File: src/rtl/ir_tx_pkg.sv
package ir_tx_pkg;
  localparam int ADDR_W = 3;
  localparam int DATA_W = 8;
  localparam int DUR_W  = 7;
  localparam int CARR_W = 7;

  localparam logic [ADDR_W-1:0] A_SLOT0  = 3'd0;
  localparam logic [ADDR_W-1:0] A_SLOT1  = 3'd1;
  localparam logic [ADDR_W-1:0] A_PERIOD = 3'd2;
  localparam logic [ADDR_W-1:0] A_HIGH   = 3'd3;
  localparam logic [ADDR_W-1:0] A_MASK   = 3'd4;
  localparam logic [ADDR_W-1:0] A_START  = 3'd5;
  localparam logic [ADDR_W-1:0] A_ACK    = 3'd6;

  localparam logic [CARR_W-1:0] PERIOD_RST = 7'd32;
  localparam logic [CARR_W-1:0] HIGH_RST   = 7'd16;

  typedef struct packed {
    logic             mark;
    logic [DUR_W-1:0] dur;
  } sample_t;
endpackage

File: src/rtl/ir_tx_regs.sv
module ir_tx_regs
  import ir_tx_pkg::*;
#(
  parameter int NUM_EMIT = 2
) (
  input  logic                clk,
  input  logic                rst,
  input  logic                wr_en,
  input  logic [ADDR_W-1:0]   wr_addr,
  input  logic [DATA_W-1:0]   wr_data,
  input  logic                take,
  input  logic                take_idx,
  output sample_t [1:0]       slot_q,
  output logic [1:0]          slot_full,
  output logic [CARR_W-1:0]   carr_period,
  output logic                carr_pol,
  output logic [CARR_W-1:0]   carr_high,
  output logic [NUM_EMIT-1:0] emit_mask,
  output logic                start_req,
  output logic                ack_zero
);
  logic mask_ok;

  assign mask_ok   = (wr_data != '0) && (wr_data[DATA_W-1:NUM_EMIT] == '0);
  assign start_req = wr_en && (wr_addr == A_START) && wr_data[0];
  assign ack_zero  = wr_en && (wr_addr == A_ACK) && !wr_data[0];

  for (genvar g = 0; g < 2; g++) begin : g_slot
    always_ff @(posedge clk) begin
      if (rst) begin
        slot_q[g]    <= '0;
        slot_full[g] <= 1'b0;
      end else if (wr_en && wr_addr == ADDR_W'(g)) begin
        slot_q[g]    <= sample_t'(wr_data);
        slot_full[g] <= 1'b1;
      end else if (take && take_idx == 1'(g)) begin
        slot_full[g] <= 1'b0;
      end
    end
  end

  always_ff @(posedge clk) begin
    if (rst) begin
      carr_period <= PERIOD_RST;
      carr_pol    <= 1'b1;
      carr_high   <= HIGH_RST;
      emit_mask   <= '1;
    end else if (wr_en) begin
      case (wr_addr)
        A_PERIOD: begin
          carr_period <= wr_data[CARR_W-1:0];
          carr_pol    <= wr_data[DATA_W-1];
        end
        A_HIGH:   carr_high <= (wr_data[CARR_W-1:0] == '0) ? CARR_W'(1)
                                                           : wr_data[CARR_W-1:0];
        A_MASK:   if (mask_ok) emit_mask <= wr_data[NUM_EMIT-1:0];
        default:  ;
      endcase
    end
  end
endmodule

File: src/rtl/ir_tx_seq.sv
module ir_tx_seq
  import ir_tx_pkg::*;
#(
  parameter int UNIT_CYCLES = 16
) (
  input  logic          clk,
  input  logic          rst,
  input  logic          start_req,
  input  logic          ack_zero,
  input  sample_t [1:0] slot_q,
  input  logic [1:0]    slot_full,
  output logic          take,
  output logic          take_idx,
  output logic          busy,
  output logic          mark,
  output logic          sample_done,
  output logic          irq
);
  localparam int CW = (UNIT_CYCLES > 1) ? $clog2(UNIT_CYCLES) : 1;
  localparam logic [CW-1:0] CYC_LAST = CW'(UNIT_CYCLES - 1);

  logic [CW-1:0]    cyc;
  logic [DUR_W-1:0] remain;
  logic             nxt;
  logic             first_load;
  sample_t          sel;

  assign sample_done = busy && (cyc == CYC_LAST) && (remain == DUR_W'(1));
  assign first_load  = !busy && start_req && slot_full[0];
  assign take        = first_load || (sample_done && slot_full[nxt]);
  assign take_idx    = first_load ? 1'b0 : nxt;
  assign sel         = slot_q[take_idx];

  always_ff @(posedge clk) begin
    if (rst) begin
      busy   <= 1'b0;
      mark   <= 1'b0;
      cyc    <= '0;
      remain <= '0;
      nxt    <= 1'b0;
    end else if (take) begin
      busy   <= 1'b1;
      mark   <= sel.mark;
      cyc    <= '0;
      remain <= (sel.dur == '0) ? DUR_W'(1) : sel.dur;
      nxt    <= ~take_idx;
    end else if (sample_done) begin
      busy <= 1'b0;
      mark <= 1'b0;
      cyc  <= '0;
    end else if (busy) begin
      if (cyc == CYC_LAST) begin
        cyc    <= '0;
        remain <= remain - DUR_W'(1);
      end else begin
        cyc <= cyc + CW'(1);
      end
    end
  end

  always_ff @(posedge clk) begin
    if (rst)              irq <= 1'b0;
    else if (sample_done) irq <= 1'b1;
    else if (ack_zero)    irq <= 1'b0;
  end
endmodule

File: src/rtl/ir_tx_carrier.sv
module ir_tx_carrier
  import ir_tx_pkg::*;
#(
  parameter int TICK_CYCLES = 4
) (
  input  logic              clk,
  input  logic              rst,
  input  logic              run,
  input  logic              restart,
  input  logic [CARR_W-1:0] period,
  input  logic              pol,
  input  logic [CARR_W-1:0] high,
  output logic              level
);
  localparam int PW = (TICK_CYCLES > 1) ? $clog2(TICK_CYCLES) : 1;
  localparam logic [PW-1:0] PRE_LAST = PW'(TICK_CYCLES - 1);

  logic [PW-1:0]     presc;
  logic [CARR_W-1:0] phase;
  logic              in_high;

  always_ff @(posedge clk) begin
    if (rst || !run || restart) begin
      presc <= '0;
      phase <= '0;
    end else if (presc == PRE_LAST) begin
      presc <= '0;
      phase <= (phase >= period - CARR_W'(1)) ? '0 : phase + CARR_W'(1);
    end else begin
      presc <= presc + PW'(1);
    end
  end

  assign in_high = phase < high;
  assign level   = (period == '0) ? 1'b1 : (pol ? in_high : !in_high);
endmodule

File: src/rtl/ir_rl_tx.sv
module ir_rl_tx
  import ir_tx_pkg::*;
#(
  parameter int NUM_EMIT     = 2,
  parameter int TICK_CYCLES  = 4,
  parameter int SAMPLE_TICKS = 4
) (
  input  logic                clk,
  input  logic                rst,
  input  logic                wr_en,
  input  logic [ADDR_W-1:0]   wr_addr,
  input  logic [DATA_W-1:0]   wr_data,
  output logic [NUM_EMIT-1:0] ir_out,
  output logic                tx_irq,
  output logic                tx_busy
);
  localparam int UNIT_CYCLES = TICK_CYCLES * SAMPLE_TICKS;

  sample_t [1:0]       slot_q;
  logic [1:0]          slot_full;
  logic [CARR_W-1:0]   carr_period;
  logic [CARR_W-1:0]   carr_high;
  logic                carr_pol;
  logic [NUM_EMIT-1:0] emit_mask;
  logic                start_req;
  logic                ack_zero;
  logic                take;
  logic                take_idx;
  logic                act_mark;
  logic                sample_done;
  logic                carr_level;
  logic                keyed;

  ir_tx_regs #(.NUM_EMIT(NUM_EMIT)) u_regs (
    .clk(clk), .rst(rst), .wr_en(wr_en), .wr_addr(wr_addr), .wr_data(wr_data),
    .take(take), .take_idx(take_idx), .slot_q(slot_q), .slot_full(slot_full),
    .carr_period(carr_period), .carr_pol(carr_pol), .carr_high(carr_high),
    .emit_mask(emit_mask), .start_req(start_req), .ack_zero(ack_zero)
  );

  ir_tx_seq #(.UNIT_CYCLES(UNIT_CYCLES)) u_seq (
    .clk(clk), .rst(rst), .start_req(start_req), .ack_zero(ack_zero),
    .slot_q(slot_q), .slot_full(slot_full), .take(take), .take_idx(take_idx),
    .busy(tx_busy), .mark(act_mark), .sample_done(sample_done), .irq(tx_irq)
  );

  ir_tx_carrier #(.TICK_CYCLES(TICK_CYCLES)) u_carr (
    .clk(clk), .rst(rst), .run(act_mark), .restart(take),
    .period(carr_period), .pol(carr_pol), .high(carr_high), .level(carr_level)
  );

  assign keyed = tx_busy && act_mark && carr_level;

  for (genvar e = 0; e < NUM_EMIT; e++) begin : g_emit
    always_ff @(posedge clk) begin
      if (rst) ir_out[e] <= 1'b0;
      else     ir_out[e] <= keyed && emit_mask[e];
    end
  end
endmodule

File: config.mk
export PLATFORM = sky130hd
export DESIGN_NAME = ir_rl_tx
export DESIGN_NICKNAME = d
export VERILOG_FILES = /design/src/rtl/ir_tx_pkg.sv /design/src/rtl/ir_tx_regs.sv /design/src/rtl/ir_tx_seq.sv /design/src/rtl/ir_tx_carrier.sv /design/src/rtl/ir_rl_tx.sv
export SDC_FILE = /design/constraint.sdc
export NUM_CORES = 1
export LEC_CHECK = 0
export ABC_AREA = 1
export BUFFER_PORTS_ARGS = -buffer_cell sky130_fd_sc_hd__buf_2
export CORE_ASPECT_RATIO = 1.25
export CORE_MARGIN = 1.5
export CORE_UTILIZATION = 40
export DETAILED_ROUTE_END_ITERATION = 10
export HOLD_SLACK_MARGIN = 0.15
export SLEW_MARGIN = 25
export SYNTH_ARGS = -nofsm -noshare
export SYNTH_HDL_FRONTEND = slang
export SYNTH_SLANG_ARGS = --single-unit
File: constraint.sdc
create_clock -name clk -period 4.2 [get_ports clk]
set_clock_uncertainty 0.2 [all_clocks]
set_input_delay 0.63 -clock clk [delete_from_list [all_inputs] [get_ports clk]]
set_output_delay 0.63 -clock clk [all_outputs]
set_load 0.1 [all_outputs]
Word-level counts from Yosys, hierarchy flattened
Cells that the tools add are included.
{"block": "totals", "regBits": 61, "latch_bits": 0, "ram_bits": 0, "mem_bits_ro": 0, "in_bits": 14, "output_inout_bits": 4, "elab_cells": 107, "mem_count": 0}
{"block": "classes", "addsub": 5, "mul": 0, "div": 0, "n_lt_le_gt_ge": 4, "eq_ne": 10, "shifts": 0, "mux": 24, "n_bitwise": 1, "reduce_logical": 43}
{"op": "7-bit two-way mux", "n": 7}
{"op": "7-bit zero test", "n": 3}
{"op": "1-bit logical AND", "n": 18}
{"op": "8-bit two-way mux", "n": 2}
{"op": "1-bit two-way mux", "n": 14}
{"op": "7-bit by 1-bit subtractor with 7-bit output (second input constant)", "n": 2}
{"op": "2-bit nonzero test", "n": 6}
{"op": "3-bit equality test (second input constant)", "n": 3}
{"op": "8-bit nonzero test", "n": 1}
{"op": "7-bit by 1-bit adder with 7-bit output (second input constant)", "n": 1}
{"op": "7-bit by 1-bit equality test with 1-bit output (second input constant)", "n": 1}
{"op": "7-bit greater-or-equal comparator", "n": 1}
{"op": "7-bit less-than comparator", "n": 1}
{"op": "3-bit by 2-bit equality test with 1-bit output (second input constant)", "n": 2}
{"op": "6-bit zero test", "n": 1}
{"op": "3-bit AND reduction", "n": 2}
{"op": "4-bit by 1-bit adder with 4-bit output (second input constant)", "n": 1}
{"op": "4-bit equality test (second input constant)", "n": 1}
{"op": "1-bit zero test", "n": 4}
{"op": "1-bit by 2-bit less-than comparator with 1-bit output (second input constant)", "n": 2}
{"op": "4-bit two-way mux", "n": 1}
{"op": "2-bit AND reduction", "n": 2}
{"op": "3-bit by 1-bit equality test with 1-bit output (second input constant)", "n": 1}
{"op": "3-bit zero test", "n": 1}
{"op": "other kinds (7)", "n": 9}

Logic depth before layout (Yosys ltp)
{"block": "depth", "depth_word": 11, "ltp_mapped": 14}

Cells and area by module
A second synthesis with hierarchy kept.
{"block": "hier_totals", "hier_cells": 439, "hier_area_um2": 3258.1}
{"mod": "ir_tx_regs", "instances": 1, "cells_each": 165, "area_per_inst_um2": 1367.6, "seq_area_each_um2": 700.7}
{"mod": "ir_tx_seq", "instances": 1, "cells_each": 146, "area_per_inst_um2": 974.7, "seq_area_each_um2": 300.3}
{"mod": "ir_tx_carrier", "instances": 1, "cells_each": 120, "area_per_inst_um2": 852.1, "seq_area_each_um2": 180.2}
{"mod": "ir_rl_tx", "instances": 1, "cells_each": 8, "area_per_inst_um2": 63.8, "seq_area_each_um2": 40.0}

Least setup slack after synthesis
OpenSTA, ideal clock, no wires.
{"block": "synth_path", "path_kind": "register to register", "start": "register u_seq.busy", "end": "register u_seq.mark", "arrival_ns": 1.957, "slack_ns": 1.923, "stages_incl_launch_ff": 11, "period_less_slack_ns": 2.277, "path_cell_list": "dfxtp_1 buf_6 inv_2 nand2_4 nor2_4 nand2_8 nand2_4 buf_6 mux2_1 nand2_1 a21oi_1"}
{"block": "synth_between", "elab_chain_cells": 7, "elab_cells_between_ends": 12, "classes_between": "mux: 4; reduce/logical: 8"}
{"element": "start: declaration", "line": "ir_tx_seq.sv:14", "source": "output logic busy,"}
{"element": "start signal: assignment", "line": "ir_tx_seq.sv:36", "source": "busy <= 1'b0;"}
{"element": "start signal: assignment", "line": "ir_tx_seq.sv:42", "source": "busy <= 1'b1;"}
{"element": "start signal: assignment", "line": "ir_tx_seq.sv:48", "source": "busy <= 1'b0;"}
{"element": "1-bit zero test", "line": "ir_tx_seq.sv:29", "source": "assign first_load = !busy && start_req && slot_full[0];"}
{"element": "1-bit logical AND (2 in series)", "line": "ir_tx_seq.sv:29"}
{"element": "1-bit two-way mux", "line": "ir_tx_seq.sv:31", "source": "assign take_idx = first_load ? 1'b0 : nxt;"}
{"element": "8-bit two-way mux (implied by the code) (2 in series)", "line": "ir_tx_seq.sv:32", "source": "assign sel = slot_q[take_idx];"}
{"element": "1-bit two-way mux", "line": "ir_tx_seq.sv:41", "source": "end else if (take) begin"}
{"element": "end signal: assignment", "line": "ir_tx_seq.sv:43", "source": "mark <= sel.mark;"}
{"element": "end: declaration", "line": "ir_tx_seq.sv:15", "source": "output logic mark,"}
Several ways; a longest one is shown, not always the timed one. The select of a mux whose other input is x is not followed.
A chain may end at the register's enable or synchronous reset.

Worst setup path after layout
{"block": "layout_path", "start": "register u_regs.carr_period[2]", "end": "register u_carr.phase[3]"}
{"block": "layout_between", "elab_chain_cells": 3}
{"element": "start: declaration", "line": "ir_tx_regs.sv:15", "source": "output logic [CARR_W-1:0] carr_period,"}
{"element": "start signal: assignment", "line": "ir_tx_regs.sv:51", "source": "carr_period <= wr_data[CARR_W-1:0];"}
{"element": "7-bit by 1-bit subtractor with 7-bit output", "line": "ir_tx_carrier.sv:28", "source": "phase <= (phase >= period - CARR_W'(1)) ? '0 : phase + CARR_W'(1);"}
{"element": "7-bit greater-or-equal comparator", "line": "ir_tx_carrier.sv:28"}
{"element": "7-bit two-way mux", "line": "ir_tx_carrier.sv:28"}
{"element": "end signal: assignment", "line": "ir_tx_carrier.sv:28"}
{"element": "end: declaration", "line": "ir_tx_carrier.sv:19", "source": "logic [CARR_W-1:0] phase;"}
Every way passes these cells.

==> reports/metrics.csv <==
stage;metric;value;unit
timing;Max Clock Freq;0.429;GHz
global_routing;vias in the first global route;2554;
route;number of routed nets with antenna violations;0;
setup_path;critical path class;register to register;
hold_path;hold_sp;u_carr.presc[0]$_SDFF_PP0_;
synthesis;Compound-Gate Fraction of Synth Area;0.156;
timing;TNS Setup;0;ns
floorplan;# rows;35;
global_routing;initial antenna violation count;0;
final_layout;most common cell after layout, fill and taps aside;nand2_1;
clock_tree;CTS buffer count;9;
clock_tree;# hold bufs at CTS;0;
power;static power due to leakage;1.54;nW
floorplan;initial core utilization;0.418;
setup_path;Setup crit start kind;register;
route;Routed Wire Length;7.01;mm
setup_path;r2r startpoint;u_regs.carr_period[2]$_SDFFE_PP0P_;
power;power density cells;367;nW/um2
synthesis;Top FF cell, synth;dfxtp_1;
clock_tree;worst-skew pair later-pin latency;0.35;ns
synthesis;Post-synth EDFFs;0;
synthesis;Mean Syn Cell Area;7.39;um2
floorplan;Core ar.;7490;um2
synthesis;Syn Inst Count;424;
place;I/O Buffers;17;
synthesis;Post-synth ARST share;0;
timing;final setup vio count;0;
global_routing;total congestion overflow;0;
global_routing;Overall Global Routing Usage;0.189;
synthesis;Post-Syn Nets;458;
clock_tree;CTS Sinks;61;
clock_tree;clock-pin slew on the worst setup and hold paths;0.07;ns
timing;worst-margin pin slew;0.761;ns
power;maximum VDD drop;0.000235;V
route;drt first pass iters;4;
floorplan;I/O pin count;18;
setup_path;crit end category;register;
final_layout;non-filler cells, final;537;
setup_path;crit path from;u_regs.carr_period[2]$_SDFFE_PP0P_;
final_layout;Final Cell Area;3500;um2
synthesis;YS warnings;0;
global_routing;first-pass GRT wire length;11.8;mm
timing;Hold Violations, Final;0;
route;DR DRC count;0;
final_layout;layout cells sized above 1;0.126;
final_layout;Syn-to-layout area delta;11.6;%
clock_tree;Clock Tree Buf Depth;2;
final_layout;area of the multi-input gates;1620;um2
setup_path;Worst EP required;4.23;ns
final_layout;Fillers;781;
synthesis;post-synthesis mux area share;0.00359;
place;dpl cells;521;
place;Area after DPL;3260;um2
timing;Relative slew margins;0.491;
clock_tree;Resize count post-CTS;0;
route;routed vias;2692;
final_layout;Post-Route Utilization;0.467;
synthesis;leading area contributor after synthesis;dfxtp_1;
timing;Slew Limit Fails;0;
synthesis;Netlist cell types;34;
floorplan;Die Ht;102;um
route;Wirelength per Cell;13.1;um
place;Final Wtd Congestion;0.830;
global_routing;pin count of the biggest net entering global routing;42;
run_status;outcome;complete, no violations;
clock_tree;Post-CTS Setup Repair Bufs;0;
final_layout;final net count;474;
timing;RSZ-0062 raised after global routing;no;
floorplan;die width;82.2;um
setup_path;CP arrival;2.36;ns
clock_tree;H-Tree Depth;3;
timing;minimum clock period;2.33;ns
floorplan;die area;8380;um2
synthesis;Post-Synth Adder-Cell Area;0.0799;
synthesis;Yosys reg bits;61;
job;max cap viols;0;
synthesis;top area cells in the synthesized netlist;dfxtp_1, nand2_1, ha_1;
synthesis;post-synthesis sequential area ratio;0.390;
clock_tree;CTS tree;built;
synthesis;XOR/XNOR Fraction of Synth Area;0.0363;
clock_tree;CTS root buffer;clkbuf_8;
synthesis;largest family of logic cells by synthesized area;simple AND/OR/NAND/NOR gates;
synthesis;Post-Synth Simple-Gate Area;0.241;
final_layout;commonest cells after routing, fill and taps aside;nand2_1, dfxtp_1, inv_1;
final_layout;# diodes;0;
route;initial DRC count;142;
synthesis;Yosys top cell area share;0.390;
place;dpl hpwl;5.22;mm
timing;crit share post-route;0.555;
synthesis;Synth Cell Area;3130;um2
hold_path;class of the worst hold path;register to register;
final_layout;register area;1220;um2
setup_path;crit path max fanout;5;
route;DR vias/cell;5.01;
metal layers:
metal / up-vias / global-route usage / share of wire
met3: 16 / 0.0384 / 0.036
li1: 1414 / - / -
met5: - / 0 / 0
met1: 1226 / 0.224 / 0.45
met2: 36 / 0.322 / 0.49
met4: 0 / 0.0913 / 0.026
cell families (layout without fill, tap and decap cells):
group | Yosys count | count (layout)
flops | 61 | 61
fa+ha+maj | 20 | 20
mux | 1 | 1
simple gates | 167 | 167
compound gates | 92 | 92
buf+inv | 70 | 91
xor+xnor | 13 | 13
cells in the mapped netlist (5+ instances only):
| master | count |
|---|---|
| nand2_1 | 73 |
| dfxtp_1 | 61 |
| inv_1 | 50 |
| nor2_1 | 46 |
| a21oi_1 | 39 |
| o21ai_0 | 36 |
| ha_1 | 20 |
| nand3_1 | 19 |
| xor2_1 | 8 |
| inv_2 | 7 |
| clkbuf_1 | 6 |
| a31oi_1 | 5 |
| nor2_2 | 5 |
| nor3_1 | 5 |
| xnor2_1 | 5 |
registers in the layout, indices dropped and copies added (netlist names):
register            flops
u_regs.slot_full        2
u_carr.presc            2
u_regs.slot_q          16
u_seq.busy              1
ir_out                  2
u_regs.carr_period      7
u_seq.nxt               1
u_seq.cyc               4
u_regs.emit_mask        2
u_seq.irq               1
u_seq.remain            7
u_carr.phase            7
u_regs.carr_high        7
u_regs.carr_pol         1
u_seq.mark              1
final timing paths:
| kind | to | slack [ns] | cells past startpoint |
|---|---|---|---|
| max | u_carr.phase[3]$_SDFFE_PP0P_ | 1.87 | 11 |
| min | u_carr.presc[0]$_SDFF_PP0_ | 0.23 | 1 |
| max reg2reg | u_carr.phase[3]$_SDFFE_PP0P_ | 1.87 | 11 |
| min reg2reg | u_carr.presc[0]$_SDFF_PP0_ | 0.23 | 1 |
stage by stage:
step           setup WS, ns  total power, mW  hold slack [ns]
6_report               1.87             1.28            0.229
5_1_grt                1.54             1.34            0.279
4_1_cts                1.85             1.30            0.233
3_5_place_dp           1.86            0.691            0.224
3_3_place_gp           1.94            0.690            0.207
2_1_floorplan          1.92            0.664            0.198
critical path, cell delays in order, from the launching register on:
cell,delay (ns)
dfxtp_1,0.35
nor4_1,0.37
nand2_1,0.11
xor2_1,0.16
ha_1,0.29
nand3_1,0.09
nor2_1,0.09
a31oi_1,0.07
o211ai_1,0.12
nor2_1,0.10
nor2_2,0.20
nor2_1,0.07
cell type report:
type / instances / area share
Clock buffer: 11 / 0.0433
Clock inverter: 5 / 0.0236
Inverter: 57 / 0.0612
Multi-Input combinational cell: 293 / 0.463
Sequential cell: 61 / 0.349
Tap cell: 92 / 0.0329
Timing Repair Buffer: 18 / 0.0265
power by group:
| part | total [mW] | internal [mW] | switching, mW |
|---|---|---|---|
| Clock | 0.605 | 0.367 | 0.238 |
| Combinational | 0.0822 | 0.0287 | 0.0535 |
| Sequential | 0.596 | 0.590 | 0.00610 |
(Power assumes the default switching activity.)
